File: src/rtl/dcd_pkg.sv
package dcd_pkg;
  localparam logic [7:0] OPC_COLWIN   = 8'h15;
  localparam logic [7:0] OPC_ROWWIN   = 8'h75;
  localparam logic [7:0] OPC_CONTRAST = 8'h81;
  localparam logic [7:0] OPC_BULK     = 8'h92;
  localparam logic [7:0] OPC_REMAP    = 8'ha0;
  localparam logic [7:0] OPC_STLINE   = 8'ha1;
  localparam logic [7:0] OPC_OFFSET   = 8'ha2;
  localparam logic [7:0] OPC_MNORM    = 8'ha4;
  localparam logic [7:0] OPC_MALLON   = 8'ha5;
  localparam logic [7:0] OPC_MALLOFF  = 8'ha6;
  localparam logic [7:0] OPC_MINV     = 8'ha7;
  localparam logic [7:0] OPC_MUX      = 8'ha8;
  localparam logic [7:0] OPC_SLEEPON  = 8'hae;
  localparam logic [7:0] OPC_SLEEPOFF = 8'haf;
  localparam logic [7:0] OPC_PHASE    = 8'hb1;
  localparam logic [7:0] OPC_CLKDIV   = 8'hb3;
  localparam logic [7:0] OPC_GRAYDEF  = 8'hb7;
  localparam logic [7:0] OPC_GRAYLOAD = 8'hb8;
  localparam logic [7:0] OPC_NOP      = 8'he3;
  localparam logic [7:0] OPC_LOCK     = 8'hfd;
  localparam logic [7:0] LOCK_SET     = 8'h13;
  localparam logic [7:0] LOCK_CLR     = 8'h12;

  typedef enum logic [1:0] {
    MODE_NORMAL  = 2'd0,
    MODE_ALL_ON  = 2'd1,
    MODE_ALL_OFF = 2'd2,
    MODE_INVERT  = 2'd3
  } disp_mode_e;
endpackage

File: src/rtl/dcd_opclass.sv
module dcd_opclass
  import dcd_pkg::*;
#(
  parameter int BULK_LEN    = 64,
  parameter int GRAY_STEPS  = 15,
  parameter int CNT_W       = $clog2(BULK_LEN + 1)
) (
  input  logic [7:0]       opcode,
  output logic [CNT_W-1:0] plen
);
  always_comb begin
    unique case (opcode)
      OPC_COLWIN, OPC_ROWWIN:  plen = CNT_W'(2);
      OPC_BULK:                plen = CNT_W'(BULK_LEN);
      OPC_GRAYLOAD:            plen = CNT_W'(GRAY_STEPS);
      8'h81, 8'h82, 8'h90, 8'h91, 8'h93, 8'h94, 8'h95, 8'h96,
      8'ha0, 8'ha1, 8'ha2, 8'ha8, 8'hb1, 8'hb2, 8'hb3, 8'hbb,
      8'hbc, 8'hbe, 8'hfd:     plen = CNT_W'(1);
      default:                 plen = '0;
    endcase
  end
endmodule

File: src/rtl/dcd_seq.sv
module dcd_seq
  import dcd_pkg::*;
#(
  parameter int BULK_LEN = 64,
  parameter int CNT_W    = $clog2(BULK_LEN + 1)
) (
  input  logic             clk,
  input  logic             rst,
  input  logic             in_valid,
  input  logic             in_cmd,
  input  logic [7:0]       in_byte,
  input  logic [CNT_W-1:0] plen,
  output logic             locked,
  output logic             ram_wr_valid,
  output logic [7:0]       ram_wr_data,
  output logic             commit_en,
  output logic [7:0]       commit_op,
  output logic [7:0]       commit_p0,
  output logic [7:0]       commit_last,
  output logic             param_en,
  output logic [CNT_W-1:0] param_idx,
  output logic [7:0]       cur_op
);
  logic             busy_q;
  logic [7:0]       op_q;
  logic [CNT_W-1:0] rem_q;
  logic [CNT_W-1:0] idx_q;
  logic [7:0]       p0_q;
  logic             cmd_go;
  logic             dat_go;

  always_comb begin
    cmd_go      = in_valid && in_cmd && (!locked || in_byte == OPC_LOCK);
    dat_go      = in_valid && !in_cmd && busy_q;
    commit_en   = (cmd_go && plen == '0) || (dat_go && rem_q == CNT_W'(1));
    commit_op   = cmd_go ? in_byte : op_q;
    commit_p0   = (idx_q == '0) ? in_byte : p0_q;
    commit_last = in_byte;
    param_en    = dat_go;
    param_idx   = idx_q;
    cur_op      = op_q;
  end

  always_ff @(posedge clk) begin
    if (rst) begin
      busy_q       <= 1'b0;
      op_q         <= '0;
      rem_q        <= '0;
      idx_q        <= '0;
      p0_q         <= '0;
      locked       <= 1'b0;
      ram_wr_valid <= 1'b0;
      ram_wr_data  <= '0;
    end else begin
      ram_wr_valid <= 1'b0;
      if (in_valid && in_cmd) begin
        busy_q <= 1'b0;
        rem_q  <= '0;
        if (cmd_go && plen != '0) begin
          busy_q <= 1'b1;
          op_q   <= in_byte;
          rem_q  <= plen;
          idx_q  <= '0;
        end
      end else if (dat_go) begin
        idx_q <= idx_q + CNT_W'(1);
        rem_q <= rem_q - CNT_W'(1);
        if (idx_q == '0) p0_q <= in_byte;
        if (rem_q == CNT_W'(1)) busy_q <= 1'b0;
      end else if (in_valid && !in_cmd && !locked) begin
        ram_wr_valid <= 1'b1;
        ram_wr_data  <= in_byte;
      end
      if (commit_en && commit_op == OPC_LOCK) begin
        if (commit_last == LOCK_SET)      locked <= 1'b1;
        else if (commit_last == LOCK_CLR) locked <= 1'b0;
      end
    end
  end

  AST_LOCK_NO_RAM: assert property (@(posedge clk) disable iff (rst)
    ram_wr_valid |-> !$past(locked));
  AST_PENDING_BOUND: assert property (@(posedge clk) disable iff (rst)
    busy_q |-> (rem_q != '0 && rem_q <= CNT_W'(BULK_LEN)));
  AST_RAM_ONLY_IDLE: assert property (@(posedge clk) disable iff (rst)
    ram_wr_valid |-> !$past(busy_q));
endmodule

File: src/rtl/dcd_regs.sv
module dcd_regs
  import dcd_pkg::*;
#(
  parameter int COL_W      = 6,
  parameter int ROW_W      = 7,
  parameter int GRAY_STEPS = 15,
  parameter int GRAY_W     = 6,
  parameter int GRAY_DSTEP = 4,
  parameter int MUX_MIN    = 15,
  parameter int CNT_W      = 7
) (
  input  logic                         clk,
  input  logic                         rst,
  input  logic                         commit_en,
  input  logic [7:0]                   commit_op,
  input  logic [7:0]                   commit_p0,
  input  logic [7:0]                   commit_last,
  input  logic                         param_en,
  input  logic [CNT_W-1:0]             param_idx,
  input  logic [7:0]                   cur_op,
  output logic [COL_W-1:0]             col_start,
  output logic [COL_W-1:0]             col_end,
  output logic [ROW_W-1:0]             row_start,
  output logic [ROW_W-1:0]             row_end,
  output logic [7:0]                   remap,
  output logic [ROW_W-1:0]             start_line,
  output logic [ROW_W-1:0]             disp_offset,
  output logic [ROW_W-1:0]             mux_ratio,
  output logic [1:0]                   disp_mode,
  output logic                         sleep,
  output logic [3:0]                   phase1,
  output logic [3:0]                   phase2,
  output logic [7:0]                   clk_div,
  output logic [7:0]                   contrast,
  output logic [GRAY_STEPS*GRAY_W-1:0] gray_flat
);
  localparam int STAGE_N = GRAY_STEPS - 1;

  logic [GRAY_W-1:0] gray_tab [GRAY_STEPS];
  logic [GRAY_W-1:0] stage    [STAGE_N];
  disp_mode_e        mode_q;

  function automatic logic [GRAY_W-1:0] gray_default(input int k);
    return GRAY_W'((k + 1) * GRAY_DSTEP);
  endfunction

  always_ff @(posedge clk) begin
    if (rst) begin
      for (int i = 0; i < STAGE_N; i++) stage[i] <= '0;
    end else if (param_en && cur_op == OPC_GRAYLOAD &&
                 param_idx < CNT_W'(STAGE_N)) begin
      stage[param_idx] <= commit_last[GRAY_W-1:0];
    end
  end

  always_ff @(posedge clk) begin
    if (rst) begin
      col_start   <= '0;
      col_end     <= '1;
      row_start   <= '0;
      row_end     <= '1;
      remap       <= '0;
      start_line  <= '0;
      disp_offset <= '0;
      mux_ratio   <= '1;
      mode_q      <= MODE_NORMAL;
      sleep       <= 1'b1;
      phase1      <= 4'd3;
      phase2      <= 4'd5;
      clk_div     <= '0;
      contrast    <= 8'h7f;
      for (int i = 0; i < GRAY_STEPS; i++) gray_tab[i] <= gray_default(i);
    end else if (commit_en) begin
      unique case (commit_op)
        OPC_COLWIN: begin
          col_start <= commit_p0[COL_W-1:0];
          col_end   <= commit_last[COL_W-1:0];
        end
        OPC_ROWWIN: begin
          row_start <= commit_p0[ROW_W-1:0];
          row_end   <= commit_last[ROW_W-1:0];
        end
        OPC_CONTRAST: contrast    <= commit_last;
        OPC_REMAP:    remap       <= commit_last;
        OPC_STLINE:   start_line  <= commit_last[ROW_W-1:0];
        OPC_OFFSET:   disp_offset <= commit_last[ROW_W-1:0];
        OPC_MNORM:    mode_q      <= MODE_NORMAL;
        OPC_MALLON:   mode_q      <= MODE_ALL_ON;
        OPC_MALLOFF:  mode_q      <= MODE_ALL_OFF;
        OPC_MINV:     mode_q      <= MODE_INVERT;
        OPC_SLEEPON:  sleep       <= 1'b1;
        OPC_SLEEPOFF: sleep       <= 1'b0;
        OPC_MUX: begin
          if (commit_last[ROW_W-1:0] >= ROW_W'(MUX_MIN))
            mux_ratio <= commit_last[ROW_W-1:0];
        end
        OPC_PHASE: begin
          phase1 <= commit_last[3:0];
          phase2 <= commit_last[7:4];
        end
        OPC_CLKDIV:   clk_div <= commit_last;
        OPC_GRAYDEF: begin
          for (int i = 0; i < GRAY_STEPS; i++) gray_tab[i] <= gray_default(i);
        end
        OPC_GRAYLOAD: begin
          for (int i = 0; i < STAGE_N; i++) gray_tab[i] <= stage[i];
          gray_tab[STAGE_N] <= commit_last[GRAY_W-1:0];
        end
        default: ;
      endcase
    end
  end

  assign disp_mode = mode_q;

  for (genvar g = 0; g < GRAY_STEPS; g++) begin : g_flat
    assign gray_flat[g*GRAY_W +: GRAY_W] = gray_tab[g];
  end

  AST_MUX_FLOOR: assert property (@(posedge clk) disable iff (rst)
    mux_ratio >= ROW_W'(MUX_MIN));
  AST_GRAY_HOLD: assert property (@(posedge clk) disable iff (rst)
    !commit_en |=> $stable(gray_flat));
  AST_WIN_HOLD: assert property (@(posedge clk) disable iff (rst)
    !commit_en |=> ($stable(col_start) && $stable(row_start)));
endmodule

File: src/rtl/dcd_top.sv
module dcd_top #(
  parameter int COL_W      = 6,
  parameter int ROW_W      = 7,
  parameter int GRAY_STEPS = 15,
  parameter int GRAY_W     = 6,
  parameter int GRAY_DSTEP = 4,
  parameter int MUX_MIN    = 15,
  parameter int BULK_LEN   = 64
) (
  input  logic                         clk,
  input  logic                         rst,
  input  logic                         in_valid,
  input  logic                         in_cmd,
  input  logic [7:0]                   in_byte,
  output logic                         ram_wr_valid,
  output logic [7:0]                   ram_wr_data,
  output logic                         locked,
  output logic [COL_W-1:0]             col_start,
  output logic [COL_W-1:0]             col_end,
  output logic [ROW_W-1:0]             row_start,
  output logic [ROW_W-1:0]             row_end,
  output logic [7:0]                   remap,
  output logic [ROW_W-1:0]             start_line,
  output logic [ROW_W-1:0]             disp_offset,
  output logic [ROW_W-1:0]             mux_ratio,
  output logic [1:0]                   disp_mode,
  output logic                         sleep,
  output logic [3:0]                   phase1,
  output logic [3:0]                   phase2,
  output logic [7:0]                   clk_div,
  output logic [7:0]                   contrast,
  output logic [GRAY_STEPS*GRAY_W-1:0] gray_table
);
  localparam int CNT_W = $clog2(BULK_LEN + 1);

  logic [CNT_W-1:0] plen;
  logic             commit_en;
  logic [7:0]       commit_op;
  logic [7:0]       commit_p0;
  logic [7:0]       commit_last;
  logic             param_en;
  logic [CNT_W-1:0] param_idx;
  logic [7:0]       cur_op;

  dcd_opclass #(.BULK_LEN(BULK_LEN), .GRAY_STEPS(GRAY_STEPS), .CNT_W(CNT_W)) u_cls (
    .opcode (in_byte),
    .plen   (plen)
  );

  dcd_seq #(.BULK_LEN(BULK_LEN), .CNT_W(CNT_W)) u_seq (
    .clk          (clk),
    .rst          (rst),
    .in_valid     (in_valid),
    .in_cmd       (in_cmd),
    .in_byte      (in_byte),
    .plen         (plen),
    .locked       (locked),
    .ram_wr_valid (ram_wr_valid),
    .ram_wr_data  (ram_wr_data),
    .commit_en    (commit_en),
    .commit_op    (commit_op),
    .commit_p0    (commit_p0),
    .commit_last  (commit_last),
    .param_en     (param_en),
    .param_idx    (param_idx),
    .cur_op       (cur_op)
  );

  dcd_regs #(
    .COL_W(COL_W), .ROW_W(ROW_W), .GRAY_STEPS(GRAY_STEPS), .GRAY_W(GRAY_W),
    .GRAY_DSTEP(GRAY_DSTEP), .MUX_MIN(MUX_MIN), .CNT_W(CNT_W)
  ) u_regs (
    .clk         (clk),
    .rst         (rst),
    .commit_en   (commit_en),
    .commit_op   (commit_op),
    .commit_p0   (commit_p0),
    .commit_last (commit_last),
    .param_en    (param_en),
    .param_idx   (param_idx),
    .cur_op      (cur_op),
    .col_start   (col_start),
    .col_end     (col_end),
    .row_start   (row_start),
    .row_end     (row_end),
    .remap       (remap),
    .start_line  (start_line),
    .disp_offset (disp_offset),
    .mux_ratio   (mux_ratio),
    .disp_mode   (disp_mode),
    .sleep       (sleep),
    .phase1      (phase1),
    .phase2      (phase2),
    .clk_div     (clk_div),
    .contrast    (contrast),
    .gray_flat   (gray_table)
  );
endmodule

File: config.mk
export PLATFORM = sky130hd
export DESIGN_NAME = dcd_top
export DESIGN_NICKNAME = d
export VERILOG_FILES = /design/src/rtl/dcd_pkg.sv /design/src/rtl/dcd_opclass.sv /design/src/rtl/dcd_seq.sv /design/src/rtl/dcd_regs.sv /design/src/rtl/dcd_top.sv
export SDC_FILE = /design/constraint.sdc
export NUM_CORES = 1
export LEC_CHECK = 0
export ABC_CLOCK_PERIOD_IN_PS = 4250
export BUFFER_PORTS_ARGS = -buffer_cell sky130_fd_sc_hd__clkbuf_2
export CORE_MARGIN = 3
export CORE_UTILIZATION = 38
export CTS_BUF_LIST = sky130_fd_sc_hd__clkbuf_16
export CTS_CLUSTER_SIZE = 14
export DETAILED_ROUTE_END_ITERATION = 16
export SLEW_MARGIN = 15
export SYNTH_ARGS = -nofsm -noshare
export SYNTH_HDL_FRONTEND = slang
export SYNTH_SLANG_ARGS = --single-unit
File: constraint.sdc
create_clock -name clk -period 4.25 [get_ports clk]
set_input_delay 0.6375 -clock clk [delete_from_list [all_inputs] [get_ports clk]]
set_output_delay 0.6375 -clock clk [all_outputs]
set_load 0.05 [all_outputs]
Word level (Yosys, flattened, before mapping)
Memory sizes are Yosys's and may differ from the RTL's.
Cells that the tools add are included.
Operators by class
  equality and inequality tests: 46
  order comparisons: 2
  reductions and logical operators: 44
  add/subtract/negate cells: 2
  mux-type cells: 64
  bitwise operators: 32
Operator list (count)
  $eq 8x8->1 const B: 38
  $mux 6: 31
  $mux 7: 7
  $eq 8x5->1 const B: 4
  $or 1x1->1: 30
  $reduce_and 2->1: 15
  $pmux 7 s4: 1
  $mux 1: 21
  $reduce_or 19->1: 1
  $eq 8x7->1 const B: 2
  $logic_not 7->1: 2
  $logic_and 1x1->1: 11
  $mux 8: 1
  $pmux 2 s4: 1
  $reduce_bool 2->1: 4
  $add 7x1->7 const B: 1
  $eq 7x1->1 const B: 1
  $ge 7x4->1 const B: 1
  $lt 7x4->1 const B: 1
  $reduce_bool 7->1: 1
  $sub 7x1->7 const B: 1
  $reduce_and 3->1: 2
  $reduce_or 6->1: 1
  $mux 4: 1
  other kinds (8): 11
Word-level totals
  output and inout bits: 182
  input port bits: 12
  bits in registers: 122
  memory bits (writable): 174
  memories: 2
Memory list
  u_regs.gray_tab: depth 15, bits a word 6, rd ports 15, clocked after Yosys merged registers in 0, wr ports 15, RTL line dcd_regs.sv:39  | logic [GRAY_W-1:0] gray_tab [GRAY_STEPS];
  u_regs.stage: depth 14, bits a word 6, rd ports 14, clocked after Yosys merged registers in 0, wr ports 14, RTL line dcd_regs.sv:40  | logic [GRAY_W-1:0] stage [STAGE_N];

Depth between registers and ports, before layout
  depth after elaboration: 11
  depth in mapped cells: 10
  depth with buffers taken out: 7

Hierarchy
A second synthesis with hierarchy kept.
Second synthesis, totals
  cell total of the unflattened synthesis: 1182
  area total of the unflattened synthesis: 12784.8 um^2
Modules (own cells, without submodules)
  dcd_regs: cells each 877, instances 1, sequential area each 6806.5 um^2, area an instance 10441.3 um^2
  dcd_seq: cells each 272, instances 1, sequential area each 820.8 um^2, area an instance 2145.8 um^2
  dcd_opclass: cells each 33, instances 1, sequential area each 0.0 um^2, area an instance 197.7 um^2

Worst setup path after synthesis
OpenSTA, ideal clock, no wires.
  path type: input-to-reg
  from: input port in_byte[0]
  to: memory u_regs.gray_tab[1][4], in the netlist u_regs.gray_tab[0][10], enable pin
  stages: 8
  path slack: 0.815 ns
  data required time: 3.869 ns
  data arrival time: 3.054 ns
  cells stage by stage: buf_2 nand2b_1 o31ai_4 nand2_2 nor4_2 nor2_1 o41ai_2 or2_2
RTL lines
  from (decl): RTL line dcd_top.sv:14  | input logic [7:0] in_byte,
  to (decl): RTL line dcd_regs.sv:39

==> metrics.md <==
| Metric | Value |
|---|---|
| Clock tree sinks | `296` |
| Final non-filler cell total | `1659` |
| Most frequent cells in the layout | `clkbuf_2, edfxtp_1, dfxtp_1` |
| Post-synthesis compound-gate area fraction | `7.23%` |
| Total grt overflow | `0` |
| IO Pins | `194` |
| Vias per Instance | `4.99` |
| Mux share of post-synthesis cell area | `under 10%` |
| Syn Inst Count | `roughly 1000` |
| Layout fillers | `approximately 2900` |
| Worst setup EP type | `flop` |
| Vias | `just over 8000` |
| H-tree levels | `2` |
| Fin nets | `1259` |
| CTS Buf Count | `34` |
| Antenna Nets Post-Route | `0` |
| Mean Syn Cell Area | `about 12 um2` |
| Dominant cell type by area after synthesis | `edfxtp_1` |
| Final Setup Violations | `0` |
| Port bufs | `slightly below 200` |
| Slew @ Worst Pin | `just under 1 ns` |
| Placer congestion estimate | `0.899` |
| Router iterations before antenna repair | `5` |
| Mapped Area | `between 10000 and 15000 um2` |
| Leak | `between 5 and 6 nW` |
| Starting Density | `between 30% and 40%` |
| Synth Area in Adders | `less than 1%` |
| Arr. time, crit path | `around 3.4 ns` |
| Number of synthesized flops with an enable pin | `approximately 170` |
| Largest net degree at the start of global routing | `85` |
| CTS Hold Bufs | `0` |
| Final WL | `29200 um` |
| Share of flip-flops with an asynchronous set or reset | `0%` |
| Post-CTS Resized | `0` |
| Most common cell after layout, fill and taps aside | `clkbuf_2` |
| CTS tree | `built` |
| YS warnings | `0` |
| Critical Setup Path Class | `input port to flop` |
| Core box area | `~31000 um2` |
| GR Util All Layers | `around 17%` |
| Clk Latency, worst-skew pair | `0.50 ns` |
| Final Cycle Share | `75.9%` |
| Max Clock Freq | `0.310 GHz` |
| Die height | `around 180 um` |
| Synth Area in Simple Gates | `19.5%` |
| Worst EP required | `4.38 ns` |
| Number of global-route vias before repair | `8067` |
| Top post-synthesis cells by area | `edfxtp_1, dfxtp_1, mux2i_1` |
| Post-synthesis cell type count | `62` |
| CP startpoint kind | `input port` |
| Diode count | `0` |
| CP Max Fanout | `36` |
| Share of layout cells above drive strength 1 | `about a quarter` |
| Avg WL per Cell | `between 15 and 20 um` |
| Post-CTS Setup Inserts | `0` |
| Placed cells | `approximately 1600` |
| Chip Width | `roughly 180 um` |
| Standard-cell rows | `64` |
| Post-synth top flop | `edfxtp_1` |
| Worst IR Drop VDD | `~0.22 mV` |
| Net Count, Synth | `about 1100` |
| Flops & latches, synth | `296` |
| First-pass GRT wire length | `around 46000 um` |
| Worst-path clk slew | `about 0.050 ns` |
| Slew Viols, Final | `0` |
| Final core occ | `~47%` |
| Sequential area share after synthesis | `between 60% and 70%` |
| Hpwl dp | `between 15000 and 20000 um` |
| Maxcap violations | `0` |
| Clock Skew | `about 0.014 ns` |
| Rel. slew slack | `33.4%` |
| Yosys top cell area share | `between 40 and 50%` |
| 1st-iter DRT viols | `around 550` |
| RSZ-0062 raised after global routing | `false` |
| Initial antenna violation count | `0` |
| Post-Route Setup TNS | `0 ns` |
| Area delta synth->final | `20.5%` |
| Final Hold Viols | `0` |
| Die Area | `about 34000 um2` |
| Tmin final | `between 3 and 4 ns` |
| Hold Path Class | `flop to flop` |
| Clock Tree Buf Depth | `3` |
| Post-route DRC | `0` |
| XOR/XNOR Fraction of Synth Area | `less than 1%` |
| Root Driver | `clkbuf_16` |
| Largest family of logic cells by synthesized area | `simple AND/OR/NAND/NOR gates` |
| Run status | `complete, no violations` |
| Pwr Density | `417 nW/um2` |
[flip-flops by register name, summed over array words and instances, names as in the netlist, 2 cells and up]
name	flops
u_regs.clk_div	8
u_regs.col_end	6
u_regs.col_start	6
u_regs.contrast	8
u_regs.disp_mode	2
u_regs.disp_offset	7
u_regs.gray_tab	90
u_regs.mux_ratio	7
u_regs.phase1	4
u_regs.phase2	4
u_regs.remap	8
u_regs.row_end	7
u_regs.row_start	7
u_regs.stage	84
u_regs.start_line	7
u_seq.cur_op	8
u_seq.p0_q	7
u_seq.param_idx	7
u_seq.ram_wr_data	8
u_seq.rem_q	7
[cell usage after synthesis, drive strengths merged (8+ instances only)]
| library cell | instances |
|---|---|
| inv | 10 |
| nand2b | 41 |
| nor3 | 34 |
| a211oi | 17 |
| buf | 15 |
| nor4 | 14 |
| nand2 | 107 |
| mux2i | 79 |
| o21a | 8 |
| and2 | 124 |
| clkbuf | 55 |
| a21oi | 34 |
| nor2 | 78 |
| nand3 | 11 |
| o21ai | 21 |
| edfxtp | 168 |
| or2 | 10 |
| dfxtp | 128 |
[where the power goes]
group          internal (mW)  switching (mW)
registers               3.08          0.0195
clock network           1.60            1.07
logic                 0.0743           0.249
total                   4.75            1.34
[final timing paths]
| path | startpoint | end | slack [ns] | depth (start not counted) |
|---|---|---|---|---|
| setup / recovery | in_byte[6] | u_regs.gray_tab[0][68] | 1.03 | 10 |
| hold / removal | u_seq.ram_wr_data[4] | u_seq.ram_wr_data[4] | 0.46 | 2 |
| setup reg to reg | u_seq.cur_op[0] | u_regs.stage[2][5] | 1.23 | 6 |
| hold reg to reg | u_seq.ram_wr_data[4] | u_seq.ram_wr_data[4] | 0.46 | 2 |
[stage by stage]
step	hold slack, ns	setup slack, ns	power [mW]	area, um2
after floorplan	0.428	0.815	3.37	12100
after global placement	0.443	0.604	3.48	13600
after detailed placement	0.446	0.516	3.48	13600
after CTS	0.457	1.03	6.18	14600
after global routing	0.481	0.770	6.33	14600
final	0.455	1.03	6.09	14600
[area by class of cell]
type	instances	area, um2	share of cell area [%]
Clock buffer	35	876	5.99
Clock inverter	23	148	1.01
Inverter	10	37.5	0.257
Timing Repair Buffer	229	1260	8.62
Sequential cell	296	7610	52.0
Tap cell	396	495	3.39
Multi-Input combinational cell	670	4210	28.7
[critical path, stage by stage]
cell	delay, ns
clkbuf_2	0.33
nand4_1	0.25
o31ai_4	0.33
nand2_2	0.11
nor4_2	0.45
nor2_1	0.14
o41ai_2	0.35
buf_4	0.21
or2_2	0.12
buf_4	0.40
[kinds of logic after synthesis]
family	after synthesis
compound gates	124
xor+xnor	7
fa+ha+maj	6
buf+inv	80
flops	296
mux	81
simple gates	452
[metal layers]
layer	wire, um	global-route usage, %
met5	0	0
met1	13300	23.5
met3	2300	4.72
met2	13100	26.3
met4	567	4.68
Power figures use the tool's default switching activity.
